--- config.mk ---
export PLATFORM = sky130hd
export DESIGN_NAME = alu8_exec
export DESIGN_NICKNAME = d
export VERILOG_FILES = /design/src/rtl/alu8_pkg.sv /design/src/rtl/alu8_pair_match.sv /design/src/rtl/alu8_adder.sv /design/src/rtl/alu8_bitops.sv /design/src/rtl/alu8_exec.sv
export SDC_FILE = /design/constraint.sdc
export NUM_CORES = 1
export LEC_CHECK = 0
export BUFFER_PORTS_ARGS = -buffer_cell sky130_fd_sc_hd__buf_2
export CAP_MARGIN = 20
export CORE_MARGIN = 2
export CORE_UTILIZATION = 45
export DETAILED_ROUTE_END_ITERATION = 7
export MAX_ROUTING_LAYER = met4
export PLACE_DENSITY = 0.76
export SYNTH_ARGS = -nofsm -noshare
export SYNTH_HDL_FRONTEND = slang
export SYNTH_SLANG_ARGS = --single-unit
--- constraint.sdc ---
create_clock -name vclk -period 7.9
set_input_delay 1.58 -clock vclk [all_inputs]
set_output_delay 1.58 -clock vclk [all_outputs]
set_load 0.02 [all_outputs]
--- src/rtl/alu8_pkg.sv ---
package alu8_pkg;
    typedef enum logic [3:0] {
        OP_ADD  = 4'd0,
        OP_ADDC = 4'd1,
        OP_SUB  = 4'd2,
        OP_SUBB = 4'd3,
        OP_AND  = 4'd4,
        OP_OR   = 4'd5,
        OP_XOR  = 4'd6,
        OP_COM  = 4'd7,
        OP_INC  = 4'd8,
        OP_DEC  = 4'd9,
        OP_RLC  = 4'd10,
        OP_RRC  = 4'd11,
        OP_SWAP = 4'd12,
        OP_CMP  = 4'd13,
        OP_RSV0 = 4'd14,
        OP_RSV1 = 4'd15
    } alu_op_e;

    localparam int PAIR_CNT = 5;

    function automatic int pair_index(input int n);
        case (n)
            0:       return 5;
            1:       return 7;
            2:       return 9;
            3:       return 13;
            default: return 17;
        endcase
    endfunction
endpackage

--- src/rtl/alu8_pair_match.sv ---
module alu8_pair_match
    import alu8_pkg::*;
#(
    parameter int REG_IDX_W = 9
) (
    input  logic [REG_IDX_W-1:0] idx_i,
    output logic                 hit_o
);
    logic [PAIR_CNT-1:0] slot_hit;

    for (genvar g = 0; g < PAIR_CNT; g++) begin : g_slot
        assign slot_hit[g] = (idx_i == REG_IDX_W'(pair_index(g)));
    end

    assign hit_o = |slot_hit;
endmodule

--- src/rtl/alu8_adder.sv ---
module alu8_adder #(
    parameter int W = 8
) (
    input  logic [W-1:0] x_i,
    input  logic [W-1:0] y_i,
    input  logic [W-1:0] hi_i,
    input  logic         sub_i,
    input  logic         ci_i,
    output logic [W-1:0] lo_o,
    output logic [W-1:0] hi_o,
    output logic         c_o,
    output logic         dc_o
);
    localparam int HALF = W / 2;

    logic [W-1:0]    y_eff;
    logic [W:0]      sum_lo;
    logic [HALF:0]   sum_nib;
    logic [W-1:0]    hi_ext;

    always_comb begin
        y_eff   = sub_i ? ~y_i : y_i;
        hi_ext  = sub_i ? {W{1'b1}} : '0;
        sum_lo  = {1'b0, x_i} + {1'b0, y_eff} + {{W{1'b0}}, ci_i};
        sum_nib = {1'b0, x_i[HALF-1:0]} + {1'b0, y_eff[HALF-1:0]} + {{HALF{1'b0}}, ci_i};
        lo_o    = sum_lo[W-1:0];
        c_o     = sum_lo[W];
        dc_o    = sum_nib[HALF];
        hi_o    = hi_i + hi_ext + {{(W-1){1'b0}}, sum_lo[W]};
    end
endmodule

--- src/rtl/alu8_bitops.sv ---
module alu8_bitops
    import alu8_pkg::*;
(
    input  alu_op_e    op_i,
    input  logic [7:0] a_i,
    input  logic [7:0] b_i,
    input  logic       carry_i,
    output logic [7:0] res_o,
    output logic       c_o
);
    always_comb begin
        res_o = b_i;
        c_o   = carry_i;
        unique case (op_i)
            OP_AND:  res_o = a_i & b_i;
            OP_OR:   res_o = a_i | b_i;
            OP_XOR:  res_o = a_i ^ b_i;
            OP_COM:  res_o = ~b_i;
            OP_RLC:  begin res_o = {b_i[6:0], carry_i}; c_o = b_i[7]; end
            OP_RRC:  begin res_o = {carry_i, b_i[7:1]}; c_o = b_i[0]; end
            OP_SWAP: res_o = {b_i[3:0], b_i[7:4]};
            default: res_o = b_i;
        endcase
    end
endmodule

--- src/rtl/alu8_exec.sv ---
module alu8_exec
    import alu8_pkg::*;
#(
    parameter int REG_IDX_W = 9
) (
    input  logic [7:0]           acc_i,
    input  logic [7:0]           freg_i,
    input  logic [7:0]           pair_hi_i,
    input  logic [7:0]           lit_i,
    input  logic [REG_IDX_W-1:0] reg_idx_i,
    input  logic [3:0]           op_i,
    input  logic                 dir_freg_i,
    input  logic                 use_lit_i,
    input  logic                 carry_i,
    output logic [7:0]           result_o,
    output logic [7:0]           result_hi_o,
    output logic                 hi_we_o,
    output logic                 dest_freg_o,
    output logic                 wr_en_o,
    output logic                 c_we_o,
    output logic                 c_o,
    output logic                 dc_we_o,
    output logic                 dc_o,
    output logic                 z_we_o,
    output logic                 z_o
);
    alu_op_e    op;
    logic [7:0] opnd_b;
    logic       idx_pair;
    logic       pair_op;
    logic       pair_hit;
    logic [7:0] add_y;
    logic       add_sub;
    logic       add_ci;
    logic [7:0] add_lo;
    logic [7:0] add_hi;
    logic       add_c;
    logic       add_dc;
    logic [7:0] bit_res;
    logic       bit_c;

    assign op     = alu_op_e'(op_i);
    assign opnd_b = use_lit_i ? lit_i : freg_i;

    alu8_pair_match #(.REG_IDX_W(REG_IDX_W)) u_match (
        .idx_i (reg_idx_i),
        .hit_o (idx_pair)
    );

    always_comb begin
        pair_op = 1'b0;
        add_y   = acc_i;
        add_sub = 1'b0;
        add_ci  = 1'b0;
        unique case (op)
            OP_ADD:  pair_op = 1'b1;
            OP_ADDC: begin pair_op = 1'b1; add_ci = carry_i; end
            OP_SUB:  begin pair_op = 1'b1; add_sub = 1'b1; add_ci = 1'b1; end
            OP_SUBB: begin pair_op = 1'b1; add_sub = 1'b1; add_ci = carry_i; end
            OP_CMP:  begin add_sub = 1'b1; add_ci = 1'b1; end
            OP_INC:  begin pair_op = 1'b1; add_y = 8'd1; end
            OP_DEC:  begin pair_op = 1'b1; add_y = 8'd1; add_sub = 1'b1; add_ci = 1'b1; end
            default: add_y = acc_i;
        endcase
    end

    assign pair_hit = pair_op & idx_pair & dir_freg_i & ~use_lit_i;

    alu8_adder #(.W(8)) u_add (
        .x_i   (opnd_b),
        .y_i   (add_y),
        .hi_i  (pair_hi_i),
        .sub_i (add_sub),
        .ci_i  (add_ci),
        .lo_o  (add_lo),
        .hi_o  (add_hi),
        .c_o   (add_c),
        .dc_o  (add_dc)
    );

    alu8_bitops u_bits (
        .op_i    (op),
        .a_i     (acc_i),
        .b_i     (opnd_b),
        .carry_i (carry_i),
        .res_o   (bit_res),
        .c_o     (bit_c)
    );

    always_comb begin
        result_o    = add_lo;
        result_hi_o = pair_hit ? add_hi : pair_hi_i;
        hi_we_o     = pair_hit;
        dest_freg_o = dir_freg_i & ~use_lit_i;
        wr_en_o     = 1'b1;
        c_we_o      = 1'b0;
        c_o         = 1'b0;
        dc_we_o     = 1'b0;
        dc_o        = 1'b0;
        z_we_o      = 1'b0;
        z_o         = 1'b0;
        unique case (op)
            OP_ADD, OP_ADDC, OP_SUB, OP_SUBB: begin
                c_we_o = 1'b1; c_o = add_c;
                dc_we_o = 1'b1; dc_o = add_dc;
                z_we_o = 1'b1; z_o = (add_lo == 8'd0);
            end
            OP_CMP: begin
                wr_en_o = 1'b0;
                c_we_o = 1'b1; c_o = add_c;
                dc_we_o = 1'b1; dc_o = add_dc;
                z_we_o = 1'b1; z_o = (add_lo == 8'd0);
            end
            OP_INC, OP_DEC: begin
                z_we_o = 1'b1; z_o = (add_lo == 8'd0);
            end
            OP_AND, OP_OR, OP_XOR, OP_COM: begin
                result_o = bit_res;
                z_we_o = 1'b1; z_o = (bit_res == 8'd0);
            end
            OP_RLC, OP_RRC: begin
                result_o = bit_res;
                c_we_o = 1'b1; c_o = bit_c;
            end
            OP_SWAP: result_o = bit_res;
            default: wr_en_o = 1'b0;
        endcase
    end

    always_comb begin

        swap_noflag_chk: assert (!(op == OP_SWAP) || !(c_we_o | dc_we_o | z_we_o));

        pair_dest_chk: assert (!hi_we_o || (dest_freg_o && wr_en_o && idx_pair));

        nonpair_hi_chk: assert (idx_pair || !hi_we_o);

        cmp_nowrite_chk: assert (!(op == OP_CMP) || (!wr_en_o && c_we_o && z_we_o));

        rlc_carry_chk: assert (!(op == OP_RLC) || (c_o == opnd_b[7] && !z_we_o));

        lit_dest_chk: assert (!use_lit_i || (!dest_freg_o && !hi_we_o));
    end
endmodule

==> metrics <==
hold_sp pair_hi_i[7]; largest net degree at the start of global routing 23; relative slew slack 53.6%; final setup violation count 0; Final period util 95.4%; Seq cells 0; Int Power 0.0000837 W; layout cell share with drive strength beyond 1 29.0%; IO Count 73; hold_buf cts 0; combinational power share 100.0%; via/cell ratio 5.81; CP arrival 5.95 ns; Mean Syn Cell Area 7.47 sq um; largest cells by area after synthesis ha_1 20%, o22ai_1 6.1%, mux2i_1 6.0%, xnor2_1 5.2%, inv_1 5.1%; f_max 133 MHz; Hold EP result_hi_o[7]; final non-filler cell total 360; drc violations 0; post-placement cell count 360; sequential share of power 0%; width of the die 68.0 um; Cell variety after synth 52; Fin. Hold Viols 0; Antenna diodes 0; P&R area growth vs syn 21.2%; max-cap check violation count 0; sw power 0.000117 W; Top cell by count, worst path fa_1; grt ovf 0; Worst Tran Pin Value 0.678 ns; IO buf count 73; Final Max Tran Viols 0; DRT antenna net count 0; Worst setup SP type input port; die footprint 4630 sq um; setup tns final 0 ns; RSZ-0062 raised after global routing no; Min-Delay Path Depth 3; GP Congestion 0.876; top-area cell type share of the netlist area 19.7%; commonest non-fill, non-tap cell in the layout buf_2; Crit Path Class in2out; outcome complete, no violations; Ys Warns 0; Leak 1.13 nW; CP Max Fanout 22; FF/Latch Area 0 sq um; Switching Share 58.2%; post-synth top area cell ha_1; Critical Path RT 6.32 ns; Max VDD drop 0.0774 mV; ordered cell list for the critical path buf_2 > mux2_2 > a22o_1 > fa_1 > fa_1 > a211oi_1 > o21ai_0 > a21oi_1 > nor2b_1 > nor2_1 > fa_1 > inv_1 > fa_1 > a21o_1 > a21oi_1 > o21bai_1 > a21oi_1 > xnor2_1 > mux2_2 > buf_2; Vias 2091; DR pass1 iterations 4; global-route wire length before repair 8350 um; number of DRC markers in iteration 0 126; Critical-path top delay cell fa_1; CP endpoint kind primary output; part of the power in the clock network 0%; initial antenna violation count 0; GRT Overall Usage 23.5%; Syn Inst Count 247; Mapped Area 1850 sq um; Std-Cell Rows 23; dpl hpwl 4310 um; Synth Net Count 328; Hold Path Class in2out; Pwr Density 89.6 nW/um^2; clock period minus worst slack 7.53 ns; WL final 5100 um; commonest cells after routing, fill and taps aside 73 x buf_2, 29 x ha_1, 25 x inv_1, 18 x o22ai_1, 17 x nand2_1; post-synthesis sequential area ratio 0%; WL/cell 14.2 um; # nets final 393; Layout clock buffers 0; CP peak stage delay 0.46 ns; number of global-route vias before repair 1849; core box area 3970 sq um; Initial Util 46.5%; Die H 68.0 um
[power groups by stage]
stage / Sequential, W / Combinational, W / Clock, W
2_1_floorplan: 0 / 0.000143 / 0
3_5_place_dp: 0 / 0.000198 / 0
3_3_place_gp: 0 / 0.000196 / 0
6_report: 0 / 0.000200 / 0
4_1_cts: 0 / 0.000199 / 0
5_1_grt: 0 / 0.000224 / 0
[layer usage]
layer	vias up	GRT usage [%]	routed length [um]
met2	91	37.5	2320
met3	6	1.32	463
li1	1039	-	-
met4	0	3.50	80
met5	-	-	0
met1	955	33.3	2240
[what timing repair did]
item | in CTS | in global routing
gates resized for setup | 0 | 2
endpoints found under the setup margin | 0 | 1
setup buffers | 0 | 0
[how the worst max path moves through the flow]
stage / start / to / slack [ns]
floorplan: op_i[3] / result_hi_o[6] / 0.64
global placement: op_i[3] / result_hi_o[6] / 0.44
detailed placement: op_i[3] / result_hi_o[6] / 0.28
CTS: op_i[3] / result_hi_o[6] / 0.27
global route: op_i[0] / result_hi_o[6] / 0.01
finish: op_i[0] / result_hi_o[6] / 0.37
[logic make-up (layout without fill, tap and decap cells)]
kind of cell / after synthesis / in the layout / share of synthesized area [%]
compound gates: 72 / 72 / 25.4
simple gates: 64 / 64 / 19.8
buf+inv: 37 / 100 / 8.20
fa+ha+maj: 33 / 33 / 24.0
mux: 21 / 21 / 13.2
xor+xnor: 20 / 20 / 9.49
[area by class of cell]
class	count	area, sq um
fillers	393	1740
multi-input cells	210	1700
repair buffers	75	380
inverters	25	93.8
well taps	50	62.6
[stage by stage]
stage	util, %	total power, W	area (sq um)	hold slack [ns]	setup WS (ns)
finish	56.3	0.000200	2240	3.48	0.366
CTS	56.2	0.000199	2230	3.48	0.269
global route	56.3	0.000224	2240	3.48	0.0134
global placement	56.2	0.000196	2230	3.45	0.442
detailed placement	56.2	0.000198	2230	3.48	0.285
floorplan	-	0.000143	1850	3.30	0.636
[cell usage after synthesis, drive strengths merged (2+ instances only)]
library cell and number:
nor2 11, o21ai 14, o21a 2, o211ai 4, nor2b 8, o21bai 3, xnor2 11, a211oi 7
a21oi 11, o221ai 2, mux2i 13, nand4bb 2, clkbuf 5, o22ai 18, buf 7, mux2 7
nand2b 2, a21o 2, nand3 6, nand4b 5, ha 29, nor4b 2, nor3b 2, nand2 17
inv 25, fa 4, xor2 9, nor3 2
[worst max-delay path: cells and delay by family]
family          cells  cell delay [ns]
compound gates      8             1.49
xor+xnor            1             0.07
fa+ha+maj           4             1.47
buf+inv             3             0.54
mux                 2             0.63
simple gates        2             0.19
No activity file was read; power rests on OpenSTA's default activity.
